<file path="config.mk">
export PLATFORM = sky130hd
export DESIGN_NAME = dxfer_top
export DESIGN_NICKNAME = d
export VERILOG_FILES = /design/src/rtl/dxfer_pkg.sv /design/src/rtl/dxfer_fifo.sv /design/src/rtl/dxfer_rst_hold.sv /design/src/rtl/dxfer_rd_ctl.sv /design/src/rtl/dxfer_port_arb.sv /design/src/rtl/dxfer_top.sv
export SDC_FILE = /design/constraint.sdc
export NUM_CORES = 1
export LEC_CHECK = 0
export ABC_AREA = 1
export BUFFER_PORTS_ARGS = -buffer_cell sky130_fd_sc_hd__buf_4
export CORE_MARGIN = 10
export CORE_UTILIZATION = 61
export CTS_CLUSTER_SIZE = 14
export DETAILED_ROUTE_END_ITERATION = 6
export PLACE_DENSITY = 0.85
export SLEW_MARGIN = 20
export SYNTH_ARGS = -nofsm -noshare
export SYNTH_HDL_FRONTEND = slang
export SYNTH_HIERARCHICAL = 1
export SYNTH_SLANG_ARGS = --single-unit
</file>
<file path="constraint.sdc">
create_clock -name clk -period 6.3 [get_ports clk]
set_input_delay 1.89 -clock clk [delete_from_list [all_inputs] [get_ports clk]]
set_output_delay 1.89 -clock clk [all_outputs]
set_load 0.02 [all_outputs]
</file>
<file path="src/rtl/dxfer_pkg.sv">
package dxfer_pkg;

  localparam int WORD_W = 16;

  localparam logic [1:0] LEN_ONE     = 2'd0;
  localparam logic [1:0] LEN_EIGHT   = 2'd1;
  localparam logic [1:0] LEN_SIXTEEN = 2'd2;
  localparam logic [1:0] LEN_FREE    = 2'd3;

  localparam logic [3:0] SPACE_DATA = 4'd0;
  localparam logic [3:0] SPACE_REGS = 4'd1;
  localparam logic [3:0] SPACE_PROG = 4'd5;

  // One-hot route for a space code; zero means the code is not routable.
  function automatic logic [2:0] space_route(input logic [3:0] code);
    case (code)
      SPACE_DATA: return 3'b001;
      SPACE_REGS: return 3'b010;
      SPACE_PROG: return 3'b100;
      default:    return 3'b000;
    endcase
  endfunction

  // Word count of a fixed-length burst code.
  function automatic logic [4:0] burst_words(input logic [1:0] len);
    case (len)
      LEN_ONE:     return 5'd1;
      LEN_EIGHT:   return 5'd8;
      LEN_SIXTEEN: return 5'd16;
      default:     return 5'd0;
    endcase
  endfunction

endpackage

</file>
<file path="src/rtl/dxfer_fifo.sv">
module dxfer_fifo #(
  parameter int W     = 16,
  parameter int DEPTH = 16
) (
  input  logic         clk,
  input  logic         rst_n,
  input  logic         push,
  input  logic [W-1:0] push_data,
  input  logic         pop,
  output logic [W-1:0] pop_data,
  output logic         full,
  output logic         empty
);
  localparam int AW = $clog2(DEPTH);
  localparam int CW = AW + 1;

  logic [W-1:0]  store [DEPTH];
  logic [AW-1:0] wp, rp;
  logic [CW-1:0] cnt;

  function automatic logic [AW-1:0] bump(input logic [AW-1:0] p);
    return (p == AW'(DEPTH - 1)) ? '0 : p + 1'b1;
  endfunction

  always_ff @(posedge clk) begin
    if (push) store[wp] <= push_data;
  end

  always_ff @(posedge clk) begin
    if (!rst_n) begin
      wp  <= '0;
      rp  <= '0;
      cnt <= '0;
    end else begin
      if (push) wp <= bump(wp);
      if (pop)  rp <= bump(rp);
      case ({push, pop})
        2'b10:   cnt <= cnt + 1'b1;
        2'b01:   cnt <= cnt - 1'b1;
        default: cnt <= cnt;
      endcase
    end
  end

  assign pop_data = store[rp];
  assign full     = (cnt == CW'(DEPTH));
  assign empty    = (cnt == '0);


  no_overflow_chk: assert property (@(posedge clk) disable iff (!rst_n)
    push |-> !full);

  no_underflow_chk: assert property (@(posedge clk) disable iff (!rst_n)
    pop |-> !empty);

endmodule

</file>
<file path="src/rtl/dxfer_rst_hold.sv">
module dxfer_rst_hold #(
  parameter int HOLD = 8
) (
  input  logic clk,
  input  logic rst_n,
  input  logic req,
  output logic busy
);
  localparam int CW = $clog2(HOLD + 1);

  logic [CW-1:0] remain;

  always_ff @(posedge clk) begin
    if (!rst_n)            remain <= '0;
    else if (req)          remain <= CW'(HOLD);
    else if (remain != '0) remain <= remain - 1'b1;
  end

  assign busy = req || (remain != '0);


  hold_after_release_chk: assert property (@(posedge clk) disable iff (!rst_n)
    $fell(req) |-> busy);

endmodule

</file>
<file path="src/rtl/dxfer_rd_ctl.sv">
module dxfer_rd_ctl
  import dxfer_pkg::*;
(
  input  logic       clk,
  input  logic       rst_n,
  input  logic       start,
  input  logic [1:0] len,
  input  logic       fifo_full,
  input  logic       rd_done,
  input  logic       rd_pending,
  output logic       want,
  output logic       busy
);
  logic       start_q;
  logic       active;
  logic       free;
  logic [4:0] left;

  always_ff @(posedge clk) begin
    if (!rst_n) begin
      start_q <= 1'b0;
      active  <= 1'b0;
      free    <= 1'b0;
      left    <= '0;
    end else begin
      start_q <= start;
      if (!active) begin
        if (start && !start_q) begin
          active <= 1'b1;
          free   <= (len == LEN_FREE);
          left   <= burst_words(len);
        end
      end else if (free) begin
        if (!start && !rd_pending) active <= 1'b0;
      end else if (rd_done) begin
        left <= left - 1'b1;
        if (left == 5'd1) active <= 1'b0;
      end
    end
  end

  assign want = active && !fifo_full && (free ? start : 1'b1);
  assign busy = active;


  launch_on_edge_chk: assert property (@(posedge clk) disable iff (!rst_n)
    $rose(busy) |-> $past(start));

  word_in_burst_chk: assert property (@(posedge clk) disable iff (!rst_n)
    rd_done |-> busy);

  free_run_holds_chk: assert property (@(posedge clk) disable iff (!rst_n)
    (busy && free && start) |=> busy);

endmodule

</file>
<file path="src/rtl/dxfer_port_arb.sv">
module dxfer_port_arb
  import dxfer_pkg::*;
#(
  parameter int AW = 16,
  parameter int W  = 16
) (
  input  logic          clk,
  input  logic          rst_n,
  input  logic          hold_off,
  input  logic [3:0]    space,
  input  logic          auto_inc,
  input  logic          addr_load,
  input  logic [AW-1:0] addr_value,
  input  logic          wr_want,
  input  logic [W-1:0]  wr_word,
  input  logic          rd_want,
  input  logic          mem_ack,
  output logic          mem_req,
  output logic          mem_we,
  output logic [2:0]    mem_sel,
  output logic [AW-1:0] mem_addr,
  output logic [W-1:0]  mem_wdata,
  output logic          wr_done,
  output logic          rd_done,
  output logic          wr_pending,
  output logic          rd_pending
);
  logic [AW-1:0] cursor;
  logic [2:0]    route;
  logic          can_issue;

  assign route     = space_route(space);
  assign can_issue = !mem_req && (route != 3'b000) && !hold_off;

  always_ff @(posedge clk) begin
    if (!rst_n) begin
      cursor <= '0;
    end else if (addr_load) begin
      cursor <= addr_value;
    end else if (mem_req && mem_ack && auto_inc) begin
      cursor <= cursor + 1'b1;
    end
  end

  always_ff @(posedge clk) begin
    if (!rst_n) begin
      mem_req   <= 1'b0;
      mem_we    <= 1'b0;
      mem_sel   <= '0;
      mem_addr  <= '0;
      mem_wdata <= '0;
    end else if (mem_req) begin
      if (mem_ack) mem_req <= 1'b0;
    end else if (can_issue && (wr_want || rd_want)) begin
      mem_req   <= 1'b1;
      mem_we    <= wr_want;
      mem_sel   <= route;
      mem_addr  <= cursor;
      mem_wdata <= wr_word;
    end
  end

  assign wr_done    = mem_req && mem_we && mem_ack;
  assign rd_done    = mem_req && !mem_we && mem_ack;
  assign wr_pending = mem_req && mem_we;
  assign rd_pending = mem_req && !mem_we;


  req_hold_chk: assert property (@(posedge clk) disable iff (!rst_n)
    (mem_req && !mem_ack) |=> (mem_req && $stable(mem_addr) && $stable(mem_we)
                               && $stable(mem_wdata) && $stable(mem_sel)));

  wr_first_chk: assert property (@(posedge clk) disable iff (!rst_n)
    (can_issue && wr_want && rd_want) |=> (mem_req && mem_we));

  addr_step_chk: assert property (@(posedge clk) disable iff (!rst_n)
    (mem_req && mem_ack && auto_inc && !addr_load) |=> (cursor == $past(cursor) + 1'b1));

  sel_onehot_chk: assert property (@(posedge clk) disable iff (!rst_n)
    mem_req |-> ($countones(mem_sel) == 1));

endmodule

</file>
<file path="src/rtl/dxfer_top.sv">
module dxfer_top
  import dxfer_pkg::*;
#(
  parameter int DATA_W   = WORD_W,
  parameter int ADDR_W   = 16,
  parameter int RD_DEPTH = 16,
  parameter int WR_DEPTH = 16,
  parameter int RST_HOLD = 8
) (
  input  logic              clk,
  input  logic              rst_n,
  input  logic              s_valid,
  output logic              s_ready,
  input  logic [DATA_W-1:0] s_data,
  output logic              m_valid,
  input  logic              m_ready,
  output logic [DATA_W-1:0] m_data,
  input  logic              cfg_dsp_reset,
  input  logic              cfg_auto_inc,
  input  logic [1:0]        cfg_rd_len,
  input  logic              cfg_rd_start,
  input  logic [3:0]        cfg_irq_en,
  input  logic [3:0]        cfg_space,
  input  logic              addr_load,
  input  logic [ADDR_W-1:0] addr_value,
  output logic              st_rd_busy,
  output logic              st_wr_busy,
  output logic              st_rd_full,
  output logic              st_rd_nempty,
  output logic              st_wr_full,
  output logic              st_wr_empty,
  output logic              irq,
  output logic              dsp_reset,
  output logic              mem_req,
  output logic              mem_we,
  output logic [2:0]        mem_sel,
  output logic [ADDR_W-1:0] mem_addr,
  output logic [DATA_W-1:0] mem_wdata,
  input  logic              mem_ack,
  input  logic [DATA_W-1:0] mem_rdata
);
  logic              wr_full, wr_empty, rd_full, rd_empty;
  logic [DATA_W-1:0] wr_head;
  logic              wr_done, rd_done, wr_pending, rd_pending;
  logic              rd_want;

  dxfer_rst_hold #(.HOLD(RST_HOLD)) u_rst (
    .clk(clk), .rst_n(rst_n), .req(cfg_dsp_reset), .busy(dsp_reset)
  );

  dxfer_fifo #(.W(DATA_W), .DEPTH(WR_DEPTH)) u_wq (
    .clk(clk), .rst_n(rst_n),
    .push(s_valid && s_ready), .push_data(s_data),
    .pop(wr_done), .pop_data(wr_head),
    .full(wr_full), .empty(wr_empty)
  );

  dxfer_fifo #(.W(DATA_W), .DEPTH(RD_DEPTH)) u_rq (
    .clk(clk), .rst_n(rst_n),
    .push(rd_done), .push_data(mem_rdata),
    .pop(m_valid && m_ready), .pop_data(m_data),
    .full(rd_full), .empty(rd_empty)
  );

  dxfer_rd_ctl u_rd (
    .clk(clk), .rst_n(rst_n),
    .start(cfg_rd_start), .len(cfg_rd_len),
    .fifo_full(rd_full), .rd_done(rd_done), .rd_pending(rd_pending),
    .want(rd_want), .busy(st_rd_busy)
  );

  dxfer_port_arb #(.AW(ADDR_W), .W(DATA_W)) u_arb (
    .clk(clk), .rst_n(rst_n),
    .hold_off(dsp_reset), .space(cfg_space), .auto_inc(cfg_auto_inc),
    .addr_load(addr_load), .addr_value(addr_value),
    .wr_want(!wr_empty), .wr_word(wr_head), .rd_want(rd_want),
    .mem_ack(mem_ack),
    .mem_req(mem_req), .mem_we(mem_we), .mem_sel(mem_sel),
    .mem_addr(mem_addr), .mem_wdata(mem_wdata),
    .wr_done(wr_done), .rd_done(rd_done),
    .wr_pending(wr_pending), .rd_pending(rd_pending)
  );

  assign s_ready      = !wr_full;
  assign m_valid      = !rd_empty;
  assign st_rd_full   = rd_full;
  assign st_rd_nempty = !rd_empty;
  assign st_wr_full   = wr_full;
  assign st_wr_empty  = wr_empty;
  assign st_wr_busy   = wr_pending || !wr_empty;
  assign irq          = |(cfg_irq_en & {wr_empty, wr_full, !rd_empty, rd_full});


  quiet_in_reset_chk: assert property (@(posedge clk) disable iff (!rst_n)
    (dsp_reset && !mem_req) |=> !mem_req);

  wr_busy_until_done_chk: assert property (@(posedge clk) disable iff (!rst_n)
    (mem_req && mem_we && !mem_ack) |=> st_wr_busy);

  irq_masked_chk: assert property (@(posedge clk) disable iff (!rst_n)
    (cfg_irq_en == 4'b0000) |-> !irq);

endmodule

</file>
==> Word-level counts from Yosys, hierarchy flattened <==
Memory sizes are Yosys's and may differ from the RTL's. A register that Yosys moved wholly into a read port is not among the register bits.
Cells that the tools add are included.
{ "op_classes": {"n_shift": 0, "bitwise_logic": 4, "addsub": 11, "multipliers": 0, "reduce_logical": 45, "order_cmp": 0, "div": 0, "muxes": 32, "n_eq_ne": 18} }
{ "ops": {"columns": ["cell", "n"], "rows": [
  ["$mux 16", 2],
  ["$mux 4", 8],
  ["$mux 5", 4],
  ["$pmux 5 s2", 2],
  ["$add 16x1->16 const B", 1],
  ["$add 4x1->4 const B", 4],
  ["$eq 4x4->1 const B", 4],
  ["$logic_and 1x1->1", 15],
  ["$pmux 5 s3", 1],
  ["$sub 5x1->5 const B", 3],
  ["$mux 1", 14],
  ["$logic_not 1->1", 11],
  ["$add 5x1->5 const B", 2],
  ["$eq 5x5->1 const B", 2],
  ["$logic_not 5->1", 2],
  ["$reduce_bool 2->1", 5],
  ["$pmux 3 s3", 1],
  ["$eq 2x2->1 const B", 4],
  ["$eq 2x1->1 const B", 3],
  ["$eq 5x1->1 const B", 1],
  ["$and 4x4->4", 1],
  ["$eq 4x1->1 const B", 1],
  ["$eq 4x3->1 const B", 1],
  ["$logic_not 4->1", 1],
  ["11 further kinds", 17]
]} }
{ "word_totals": {"memories": 2, "ff_bits": 75, "latch_bits": 0, "ram_bits": 512, "out_inout_bits": 63, "mem_bits_ro": 0} }
{ "mem_list": {"columns": ["name", "words", "width", "read_ports", "rd_clocked_by_memory_dff", "write_ports", "line_no", "source"], "rows": [
  ["u_rq.store", 16, 16, 1, 1, 1, "dxfer_fifo.sv:17", "logic [W-1:0] store [DEPTH];"],
  ["u_wq.store", 16, 16, 1, 1, 1, "dxfer_fifo.sv:17", null]
]} }

==> Depth between registers and ports, before layout <==
Gate-level depths: netlist (run 1).
{ "depth": {"ltp_word": 8, "depth_mapped": 17} }

==> Hierarchy <==
The synthesis (run 1) kept the hierarchy.
{ "modules_own_cells": {"columns": ["mod", "instances", "seq_area_each_um2", "cells_per_inst", "area_per_inst_um2"], "rows": [
  ["dxfer_fifo at u_rq", 1, 8027.7, 942, 11318.4],
  ["dxfer_fifo at u_wq", 1, 8027.7, 942, 11309.6],
  ["dxfer_port_arb", 1, 1061.0, 335, 2372.3],
  ["dxfer_rd_ctl", 1, 160.2, 77, 510.5],
  ["dxfer_rst_hold", 1, 80.1, 30, 222.7],
  ["dxfer_top", 1, 0.0, 19, 77.6]
]} }

==> Worst setup path after synthesis (run 1) <==
Ideal clock, no wire load.
{ "synth_timing": {"kind": "input to output", "start": "in cfg_irq_en[0]", "end": "out irq", "path_buffers": 0, "cell_stages": 4, "slack_ns": 2.224, "required_time_ns": 4.410, "arrival_ns": 2.186, "cell_sequence": "nand2_1 > inv_1 > nor2_1 > nand2_1"} }
{ "synth_via": {"elab_chain_cells": 2} }
{ "synth_rtl": {"columns": ["element", "line_no", "source"], "rows": [
  ["start, declared", "dxfer_top.sv:22", "input logic [3:0] cfg_irq_en,"],
  ["$and 4x4->4", "dxfer_top.sv:91", "assign irq = |(cfg_irq_en & {wr_empty, wr_full, !rd_empty, rd_full});"],
  ["$reduce_or 4->1", "dxfer_top.sv:91", null],
  ["end, declared", "dxfer_top.sv:32", "output logic irq,"]
]} }
Every way passes these cells.

==> results_dict.tcl, run 1 <==
set metrics [dict create \
    path_cells "buf_4 -> a21oi_1 -> o21ai_0 -> nand3_1 -> nand3_1 -> nand2_1 -> buf_4" \
    crit_arrival_ns 3.12 \
    slew_violations 0 \
    syn_area_sq_um 25810 \
    critPathSlowestCell "dfxtp_4" \
    cts_hold_buf 0 \
    reg2reg_slack_ns 3.37 \
    fin_setup_tns_ns 0 \
    dp_hpwl_microns 36640 \
    cts-buffers-inserted 57 \
    crit_fanout 115 \
    power_switching_mw 2.553 \
    hold_path.startpoint "u_rst/remain[0]$_SDFFE_PP0P_" \
    cts_setup_buffers 0 \
    met1_usage_pct 29.30 \
    p_leak_nw 10.82 \
    vias_per_cell 5.909 \
    rsz0062_at_grt "false" \
    die_w_microns 225.7 \
    portBuffers 129 \
    setup_viol_count_final 0 \
    peakVddDrop_mv 0.2839 \
    power_frac_seq_pct 49.5 \
    syn_avg_cell_area_sq_um 11.01 \
    die-area_sq_um 50940 \
    swShare_pct 27.13 \
    synth_cells 2345 \
    antenna_left 0 \
    ys_seq_area_share_pct 67.25 \
    grt_use_met3_pct 4.553 \
    routedWlPerCell_microns 20.02 \
    core_sq_um 41850 \
    drive_gt1_share_pct 11.93 \
    grt_pass1_vias 17480 \
    io_pins 130 \
    drc 0 \
    powerDensity_nw_per_um2 324.8 \
    slew_headroom_pct 20.23 \
    synth_nets 2435 \
    fillers 2753 \
    timing.rr.end "u_wq/store[4][5]$_DFFE_PP_" \
    worstSkewPairLatency_ns 0.64 \
    worstPathRequired_ns 4.41 \
    vias 18000 \
    busiest_layer "met2" \
    intPower_mw 6.858 \
    syn_to_final_growth_pct 12.26 \
    wl_microns 60990 \
    fmax_mhz 199.8 \
    grt_max_degree 157 \
    fin_crit_ns 5.005 \
    finalCritPeriodShare_pct 79.45 \
    fin_worst_skew_ns 0.03804 \
    yosysWarnings 6 \
    root_buffer "clkbuf_16" \
    path_buf_inv 2 \
    cts_resized 0 \
    async_flop_share_pct 0 \
    critPathCaptureType "output pin" \
    hold_end "u_rst/remain[0]$_SDFFE_PP0P_" \
    finalHoldViolCount 0 \
    cts.path.max_buffers 3 \
    grt_pass1_wl_microns 93810 \
    gp_congestion 0.8865 \
    critPathKind "reg2out" \
    power_mw 9.411 \
    rows 75 \
    h-tree-depth 2 \
    antennaDiodeCount 0 \
    r2r_start "u_wq/cnt[2]$_SDFFE_PN0P_" \
    antenna_found_initial 1 \
    worst_pin_slew_ns 1.192 \
    seq_area_sq_um 17370 \
    cts.clk_slew.worst_paths_ns 0.06 \
    grtUsageTotal_pct 23.46 \
    min_path_cells 2 \
    finalNonFillerCells 3046 \
    multiInputGateArea_sq_um 6424 \
    fin_nets 2548 \
    max_cap_viol_count 0 \
    synth-main-ff-cell "edfxtp_1" \
    postPlaceCellArea_sq_um 27140 \
    synth_enable_flop_cells 512 \
    ys_ff_latch 611 \
    worstRegToRegCells 7 \
    gr-usage-met2_pct 39.69 \
    start_util_pct 61.67 \
    holdWs_ns 0.4681 \
    clkPwrFrac_pct 35.3 \
    cts_sinks 611 \
    run_status "completed" \
    drt_iter0_drc 2088 \
    startpoint_type "register" \
    final_area_sq_um 28980 \
    hold_class "reg2reg" \
    critical_path.top_delay_family "flip-flops" \
    critical-path-max-stage-delay_ns 1.01 \
    gr-total-overflow 0 \
    pwr-share-comb_pct 15.1 \
    yosysUniqueCellTypes 38 \
    first_pass_iters 6 \
    die_h_microns 225.7 \
    dp.cells 2938 \
    cts_tree "done" \
]
==> worst max-delay path by stage <==
stage	cells past startpoint	endpoint	slack [ns]
finish	7	m_data[10]	1.29
global route	7	m_data[10]	1.12
CTS	7	m_data[10]	1.35
detailed placement	6	irq	1.92
global placement	6	irq	1.93
floorplan	4	irq	2.22
==> cells in the final DEF, fill, tap and decap left out, drive strengths merged, types with 22 or more instances in the layout <==
cell / Yosys / layout
nand2: 306 / 306
nand3: 241 / 241
nor2: 150 / 150
o21ai: 178 / 178
inv: 365 / 368
buf: 77 / 172
clkinv: 0 / 22
o211ai: 128 / 128
ha: 23 / 23
clkbuf: 41 / 78
dfxtp: 99 / 99
a21oi: 172 / 172
edfxtp: 512 / 512
==> final cells by class <==
class / instances / area share [%]
clock buffer: 78 / 5.402
tap: 539 / 2.327
clock inverter: 30 / 0.9240
inverter: 365 / 4.728
timing repair buffer: 172 / 4.499
multi-input combinational: 1251 / 22.17
sequential: 611 / 59.95
==> power by group through the flow <==
stage                     clock network, mW  logic (mW)  registers [mW]
after detailed placement                  0        1.41            4.74
final                                  3.33        1.42            4.66
after global placement                    0        1.33            4.73
after floorplan                           0        1.12            4.59
after CTS                              3.37        1.42            4.65
after global routing                   3.53        1.58            4.68
==> registers in the layout, indices dropped and copies added, names as in the netlist, 5 cells and up, named ones only <==
signal / cells
u_rd/left: 5
u_arb/cursor: 16
u_rq/store: 256
u_wq/store: 256
u_arb/mem_addr: 16
u_rq/cnt: 5
u_arb/mem_wdata: 16
u_wq/cnt: 5
==> cells in the mapped netlist (4+ instances only) <==
library cell  count  share of area [%]
inv_2             6              0.087
nor2_1          145                2.1
xor2_1            9               0.31
nand2_1         301                4.4
dfxtp_1          99                7.7
buf_2            34               0.66
nand3_1         238                4.6
buf_4            10               0.29
ha_1             23                1.1
a211oi_1         14               0.41
clkbuf_1         41               0.60
edfxtp_1        512                 60
a21oi_1         170                3.3
a31oi_1           6               0.15
o211ai_1        128                3.7
o21ai_0         178                3.5
buf_6            24                1.0
nor2_2            4              0.097
inv_1           359                5.2
nor3_1            9               0.17
buf_1             9               0.13
nand2_2           4              0.097
==> worst min-delay path, stage by stage, from the launching register on <==
cell     delay (ns)
dfxtp_1        0.31
nand2_1        0.07
a21oi_2        0.05
==> through the flow <==
stage | worst slack, ns | utilization [%]
after CTS | 1.351 | 69.23
after global routing | 1.119 | 69.23
after floorplan | 2.224 | -
final | 1.295 | 69.23
after global placement | 1.929 | 64.83
after detailed placement | 1.919 | 64.85
==> per-layer routing <==
layer	vias up	routed length (microns)
li1	8306	-
met5	-	18
met1	8580	22960
met4	2	1707
met2	972	30670
met3	139	5628
==> cells by family after synthesis <==
group / share of synthesized area, %
and+or+nand+nor: 11.97
DFF: 67.25
AOI/OAI and AO/OA: 11.30
buffers and inverters: 8.032
adders and majority gates: 1.115
xor gates and xnor gates: 0.3394
Power figures use the tool's default switching activity.
==> run 2, diff against run 1 <==
--- a/config.mk
+++ b/config.mk
@@ -5,13 +5,13 @@
 export SDC_FILE = /design/constraint.sdc
 export NUM_CORES = 1
 export LEC_CHECK = 0
-export ABC_AREA = 1
+export ABC_AREA = 0
 export BUFFER_PORTS_ARGS = -buffer_cell sky130_fd_sc_hd__buf_4
 export CORE_MARGIN = 10
-export CORE_UTILIZATION = 61
+export CORE_UTILIZATION = 55
 export CTS_CLUSTER_SIZE = 14
 export DETAILED_ROUTE_END_ITERATION = 6
-export PLACE_DENSITY = 0.85
+export PLACE_DENSITY = 0.82
 export SLEW_MARGIN = 20
 export SYNTH_ARGS = -nofsm -noshare
 export SYNTH_HDL_FRONTEND = slang
==> constraint.sdc (replaced) <==
create_clock -name clk -period 4.36 [get_ports clk]
set_input_delay 1.308 -clock clk [delete_from_list [all_inputs] [get_ports clk]]
set_output_delay 1.308 -clock clk [all_outputs]
set_load 0.02 [all_outputs]
==> run 2 against run 1 <==
Net effect: critical path depth decreased by 2; clock power increased by 50%; die area rose by 4.2%; critical path type unchanged; largest cell class unchanged.
==> results_dict.tcl, run 2 <==
set metrics [dict create \
    run_status "completed" \
    yosysUniqueCellTypes 67 \
    core_sq_um 44030 \
    syn_area_sq_um 24350 \
    synth_top_cell_area_share_pct 63.14 \
    syn_avg_cell_area_sq_um 17.67 \
    drc 0 \
    critPathSlowestCell "dfxtp_4" \
    critical_path.top_delay_family "flip-flops" \
    swShare_pct 22.36 \
    yosys.area.top_type "edfxtp_1" \
    intPower_mw 9.911 \
    synth_most_common_cell "edfxtp_1" \
    layout_commonest_cell "edfxtp_1" \
    startpoint_type "register" \
    grt_pass1_vias 13610 \
    powerDensity_nw_per_um2 456.8 \
    dp_hpwl_microns 31190 \
    fin_util_pct 63.46 \
    worstRegToRegCells 11 \
    synth-main-ff-cell "edfxtp_1" \
    root_buffer "clkbuf_16" \
    start_util_pct 55.31 \
    slew_violations 0 \
    finalHoldViolCount 0 \
    slew_headroom_pct 26.68 \
    io_pins 130 \
    worstPathRequired_ns 3.05 \
    final_cell_mix "edfxtp_1, buf_4, nand2_1" \
    cts_sinks 611 \
    fin_setup_tns_ns 0 \
    rsz0062_at_grt "false" \
    netlist_top_cells_count "edfxtp_1, nand2_1, dfxtp_1" \
    path_buf_inv 2 \
    critPathMostFrequentCell "buf_4" \
    finalCritPeriodShare_pct 94.18 \
    critPathKind "reg2out" \
    r2r_start "u_wq/cnt[1]$_SDFFE_PN0P_" \
    first_pass_iters 5 \
    cts_resized 0 \
    fin_nets 1627 \
    dpl_worst_slack_ns 0.7655 \
    ys_seq_area_share_pct 71.28 \
    largestRegisters "u_rq/store: 256 flops, u_wq/store: 256 flops" \
    cts_hold_buf 0 \
    vias_per_cell 6.084 \
    crit_fanout 23 \
    syn_to_final_growth_pct 14.75 \
    cts.clk_slew.worst_paths_ns 0.06 \
    ys_ff_latch 611 \
    power_switching_mw 2.854 \
    cts-buffers-inserted 58 \
    pwr-share-comb_pct 9.9 \
    max_cap_viol_count 0 \
    drive_gt1_share_pct 22.35 \
    worst_pin_slew_ns 1.100 \
    p_leak_nw 9.331 \
    cts_tree "done" \
    synth_cells 1378 \
    critPathCaptureType "output pin" \
    portBuffers 129 \
    fmax_mhz 243.5 \
    grt_max_degree 76 \
    clkPwrFrac_pct 39.1 \
    reg2reg_slack_ns 1.18 \
    cts_setup_buffers 0 \
    cts.path.max_buffers 3 \
    die-area_sq_um 53090 \
    path_cells "buf_4 -> mux4_1 -> a22oi_1 -> nand2_1 -> buf_4" \
    critical-path-max-stage-delay_ns 0.63 \
    die_w_microns 230.4 \
    worstSkewPairLatency_ns 0.62 \
    grtUsageTotal_pct 19.94 \
    vias 13250 \
    yosysWarnings 6 \
    wl_microns 53400 \
    synth_enable_flop_cells 512 \
    synth_nets 1468 \
    synth_area_leaders "edfxtp_1, dfxtp_1, mux4_2, mux4_1, a22oi_1" \
    fin_worst_skew_ns 0.01114 \
    gp_congestion 0.8199 \
    timing.rr.end "u_wq/cnt[4]$_SDFFE_PN0P_" \
    path_depth 5 \
    antenna_left 0 \
    rows 77 \
    crit_end "m_data[3]" \
    gr-total-overflow 0 \
    peakVddDrop_mv 0.4388 \
    die_h_microns 230.4 \
    holdWs_ns 0.4520 \
    crit_arrival_ns 2.80 \
    fin_ws_ns 0.2535 \
    hold_class "reg2reg" \
    power_frac_seq_pct 51.1 \
    async_flop_share_pct 0 \
    h-tree-depth 2 \
    grt_pass1_wl_microns 81190 \
    routedWlPerCell_microns 24.52 \
    antenna_found_initial 4 \
    setup_viol_count_final 0 \
    fin_crit_ns 4.106 \
    drt_iter0_drc 1241 \
]
==> run 2: cell count changes after synthesis, moves of 118 or more <==
cell and change:
o211ai_1 -125, inv_1 -335, a21oi_1 -144, nor2_1 -118
o21ai_0 -149, nand2_1 -181, nand3_1 -223
==> run 2: power by group through the flow <==
stage          Sequential (mW)  Clock, mW  Combinational [mW]
2_1_floorplan             6.57          0               0.942
3_3_place_gp              6.63          0                1.22
3_5_place_dp              6.64          0                1.25
4_1_cts                   6.52       5.08                1.28
5_1_grt                   6.53       5.29                1.37
6_report                  6.52       4.98                1.26
==> run 2: cells by family after synthesis <==
kind of cell | after synthesis | synth area share (%)
DFF | 611 | 71.28
and+or+nand+nor | 300 | 6.505
AOI/OAI and AO/OA | 195 | 5.560
muxes | 136 | 12.84
buffers and inverters | 92 | 1.886
adders and majority gates | 23 | 1.182
xor gates and xnor gates | 21 | 0.7553
==> run 2: final cells by class <==
cell class,count,area [sq um]
clock inverter,37,361.6
inverter,24,90.09
tap,592,740.7
multi-input combinational,675,6551
timing repair buffer,167,1279
antenna,2,5.005
fill,2965,16090
clock buffer,70,1548
sequential,611,17370
==> run 2: worst min-delay path, cell delays in order, from the launching register on <==
cell and delay [ns]:
dfxtp_1 0.31, nand2_1 0.05, a21boi_1 0.05
==> run 2: worst min-delay path by stage <==
| stage | depth (start not counted) | from | slack (ns) | endpoint |
|---|---|---|---|---|
| floorplan | 2 | u_arb/cursor[15]$_SDFFE_PN0P_ | 0.44 | u_arb/mem_addr[15]$_SDFFE_PN0P_ |
| global route | 2 | u_arb/mem_addr[0]$_SDFFE_PN0P_ | 0.47 | u_arb/mem_addr[0]$_SDFFE_PN0P_ |
| detailed placement | 2 | u_arb/mem_sel[2]$_SDFFE_PN0P_ | 0.44 | u_arb/mem_sel[2]$_SDFFE_PN0P_ |
| CTS | 2 | u_arb/mem_sel[2]$_SDFFE_PN0P_ | 0.46 | u_arb/mem_sel[2]$_SDFFE_PN0P_ |
| finish | 2 | u_arb/mem_wdata[1]$_SDFFE_PN0P_ | 0.45 | u_arb/mem_wdata[1]$_SDFFE_PN0P_ |
| global placement | 2 | u_arb/mem_sel[2]$_SDFFE_PN0P_ | 0.44 | u_arb/mem_sel[2]$_SDFFE_PN0P_ |
==> run 2: layer usage <==
| metal | global-route usage [%] | routed length, microns |
|---|---|---|
| met2 | 35.08 | 27960 |
| met4 | 7.050 | 1655 |
| met1 | 23.69 | 20110 |
| met5 | 0 | 34 |
| met3 | 4.673 | 3635 |
==> run 2: stage by stage <==
stage	power (mW)	cells	instance area [sq um]
finish	12.76	2178	27940
global route	13.19	2177	27940
CTS	12.88	2175	27920
detailed placement	7.896	2068	26010
global placement	7.850	2068	26010
floorplan	7.513	1378	24350
==> run 3, diff against run 2 <==
--- a/config.mk
+++ b/config.mk
@@ -15,5 +15,4 @@
 export SLEW_MARGIN = 20
 export SYNTH_ARGS = -nofsm -noshare
 export SYNTH_HDL_FRONTEND = slang
-export SYNTH_HIERARCHICAL = 1
 export SYNTH_SLANG_ARGS = --single-unit
==> run 3 against run 2 <==
Net effect: die area fell by 1.6%; largest cell class unchanged; largest power group unchanged; sequential share of layout area fell by 0.11 points; worst hold slack improved by 0.032 ns; highest routed layer unchanged; via count fell by 2.1%; worst setup slack improved by 0.011 ns; utilization rose by 1.2 points; register-to-register slack improved by 0.31 ns; design area fell by 0.29%.
==> results_dict.tcl, run 3 <==
set metrics [dict create \
    gp_congestion 0.8128 \
    worstRegToRegCells 8 \
    die_h_microns 228.6 \
    peakVddDrop_mv 0.5327 \
    crit_fanout 27 \
    cts.path.max_buffers 3 \
    synth_nets 1401 \
    slew_violations 0 \
    startpoint_type "register" \
    hold_class "reg2reg" \
    r2r_start "u_rst.remain[0]$_SDFFE_PP0P_" \
    min_path_cells 2 \
    hold_end "u_rq.cnt[3]$_SDFFE_PN0P_" \
    fillers 2798 \
    p_leak_nw 9.126 \
    synth_top_family_by_area "multiplexers" \
    cts_tree "done" \
    critPathCaptureType "output pin" \
    power_frac_seq_pct 53.2 \
    worstPathRequired_ns 3.05 \
    vias_per_cell 6.119 \
    reg2reg_slack_ns 1.49 \
    worst_pin_slew_ns 0.9593 \
    clkPwrFrac_pct 43.6 \
    fin_nets 1573 \
    swShare_pct 20.34 \
    muxShareOfSynthArea_pct 14.88 \
    drive_gt1_share_pct 29.95 \
    cts_sinks 607 \
    yosys.area.top_type "edfxtp_1" \
    grt_pass1_vias 13360 \
    fin_util_pct 64.68 \
    fin_crit_ns 4.096 \
    antenna_found_initial 2 \
    cts-buffers-inserted 59 \
    syn_to_final_growth_pct 16.40 \
    first_pass_iters 7 \
    root_buffer "clkbuf_16" \
    ys_seq_area_share_pct 72.18 \
    largestRegisters "u_rq.store: 256 flops, u_wq.store: 256 flops" \
    power_switching_mw 2.436 \
    timing.rr.end "u_arb.mem_addr[8]$_SDFFE_PN0P_" \
    syn_area_sq_um 23940 \
    finalHoldViolCount 0 \
    fin_worst_skew_ns 0.01689 \
    synth_cells 1314 \
    powerDensity_nw_per_um2 429.8 \
    start_util_pct 55.57 \
    postPlaceCellArea_sq_um 25850 \
    synthAdderAreaFrac_pct 1.045 \
    netlist_top_cells_count "edfxtp_1, mux4_2, nor2_1" \
    seq_area_sq_um 17290 \
    critPathKind "reg2out" \
    multiInputGateArea_sq_um 6307 \
    max_cap_viol_count 0 \
    rows 76 \
    core_sq_um 43080 \
    h-tree-depth 2 \
    dp_hpwl_microns 31820 \
    final_cell_mix "edfxtp_1, buf_4, mux4_2" \
    yosys.area_share.simple_pct 5.049 \
    final_area_sq_um 27860 \
    ys_ff_latch 607 \
    rsz0062_at_grt "false" \
    synth_top_cell_area_share_pct 64.23 \
    die_w_microns 228.6 \
    slew_headroom_pct 36.05 \
    vias 12980 \
    antenna_left 0 \
    fin_setup_tns_ns 0 \
    cts_hold_buf 0 \
    synth_xor_area_share_pct 1.098 \
    setup_viol_count_final 0 \
    power_mw 11.98 \
    antennaDiodeCount 0 \
    drt_iter0_drc 1390 \
    cts_resized 0 \
    crit_arrival_ns 2.79 \
    gr-total-overflow 0 \
    synth_area_leaders "edfxtp_1, mux4_2, dfxtp_1, nor2_1, mux2i_1" \
    synth_enable_flop_cells 512 \
    fmax_mhz 244.2 \
    synth_most_common_cell "edfxtp_1" \
    hold_path.startpoint "u_rq.cnt[3]$_SDFFE_PN0P_" \
    syn_avg_cell_area_sq_um 18.22 \
    pwr-share-comb_pct 3.2 \
    io_pins 130 \
    layout_commonest_cell "edfxtp_1" \
    portBuffers 129 \
    routedWlPerCell_microns 25.87 \
    grt_max_degree 65 \
    grtUsageTotal_pct 20.91 \
    drc 0 \
    finalCritPeriodShare_pct 93.94 \
    die-area_sq_um 52260 \
    holdWs_ns 0.4842 \
    cts_setup_buffers 0 \
    synth-compound-area-share_pct 3.983 \
    run_status "completed" \
    cts.clk_slew.worst_paths_ns 0.06 \
    intPower_mw 9.541 \
    yosysUniqueCellTypes 67 \
    wl_microns 54880 \
    async_flop_share_pct 0 \
    yosysWarnings 0 \
    worstSkewPairLatency_ns 0.62 \
    grt_pass1_wl_microns 83640 \
    synth-main-ff-cell "edfxtp_1" \
]
## run 3: routing by layer
layer | global-route usage [%] | vias to the layer above | routed length (microns)
met1 | 26.16 | 6684 | 20760
met2 | 35.43 | 604 | 28420
li1 | - | 5583 | -
met3 | 4.753 | 104 | 4261
met4 | 7.186 | 4 | 1401
met5 | 0 | - | 27
## run 3: worst max path at each step
stage | to | slack [ns] | cells past startpoint
finish | m_data[4] | 0.26 | 4
global route | m_data[4] | 0.14 | 4
CTS | m_data[9] | 0.20 | 4
detailed placement | m_data[5] | 0.89 | 4
global placement | m_data[5] | 0.92 | 4
floorplan | u_wq.store[3][0]$_DFFE_PP_ | 0.83 | 3
## run 3: metrics by stage
stage / instances / setup WS, ns
global route: 2121 / 0.1419
finish: 2121 / 0.2644
detailed placement: 2010 / 0.8857
floorplan: 1314 / 0.8252
global placement: 2010 / 0.9234
CTS: 2121 / 0.2001
## run 3: layout make-up
class	count	share of cell area, %
sequential	607	62.04
multi-input combinational	612	22.64
clock buffer	76	5.672
timing repair buffer	188	5.245
tap	585	2.627
clock inverter	35	1.531
inverter	18	0.2425
## run 3: power groups by stage
stage                     combinational [mW]  clock [mW]  sequential, mW
after floorplan                        0.195           0            6.49
after global placement                 0.359           0            6.49
after detailed placement               0.378           0            6.49
after CTS                              0.381        5.29            6.37
after global routing                   0.415        5.52            6.37
final                                  0.380        5.22            6.37
## run 3: logic make-up after synthesis
group                    after synthesis
flip-flops                           607
AND/OR/NAND/NOR                      252
multiplexers                         177
AO/OA/AOI/OAI                        133
buffers and inverters                 95
XOR/XNOR                              30
adder cells (fa/ha/maj)               20
## run 3: critical path, cell delays in order, from the launching register on
cell and delay [ns]:
dfxtp_4 0.63, buf_12 0.30, mux4_2 0.57, mux4_2 0.48, buf_4 0.17
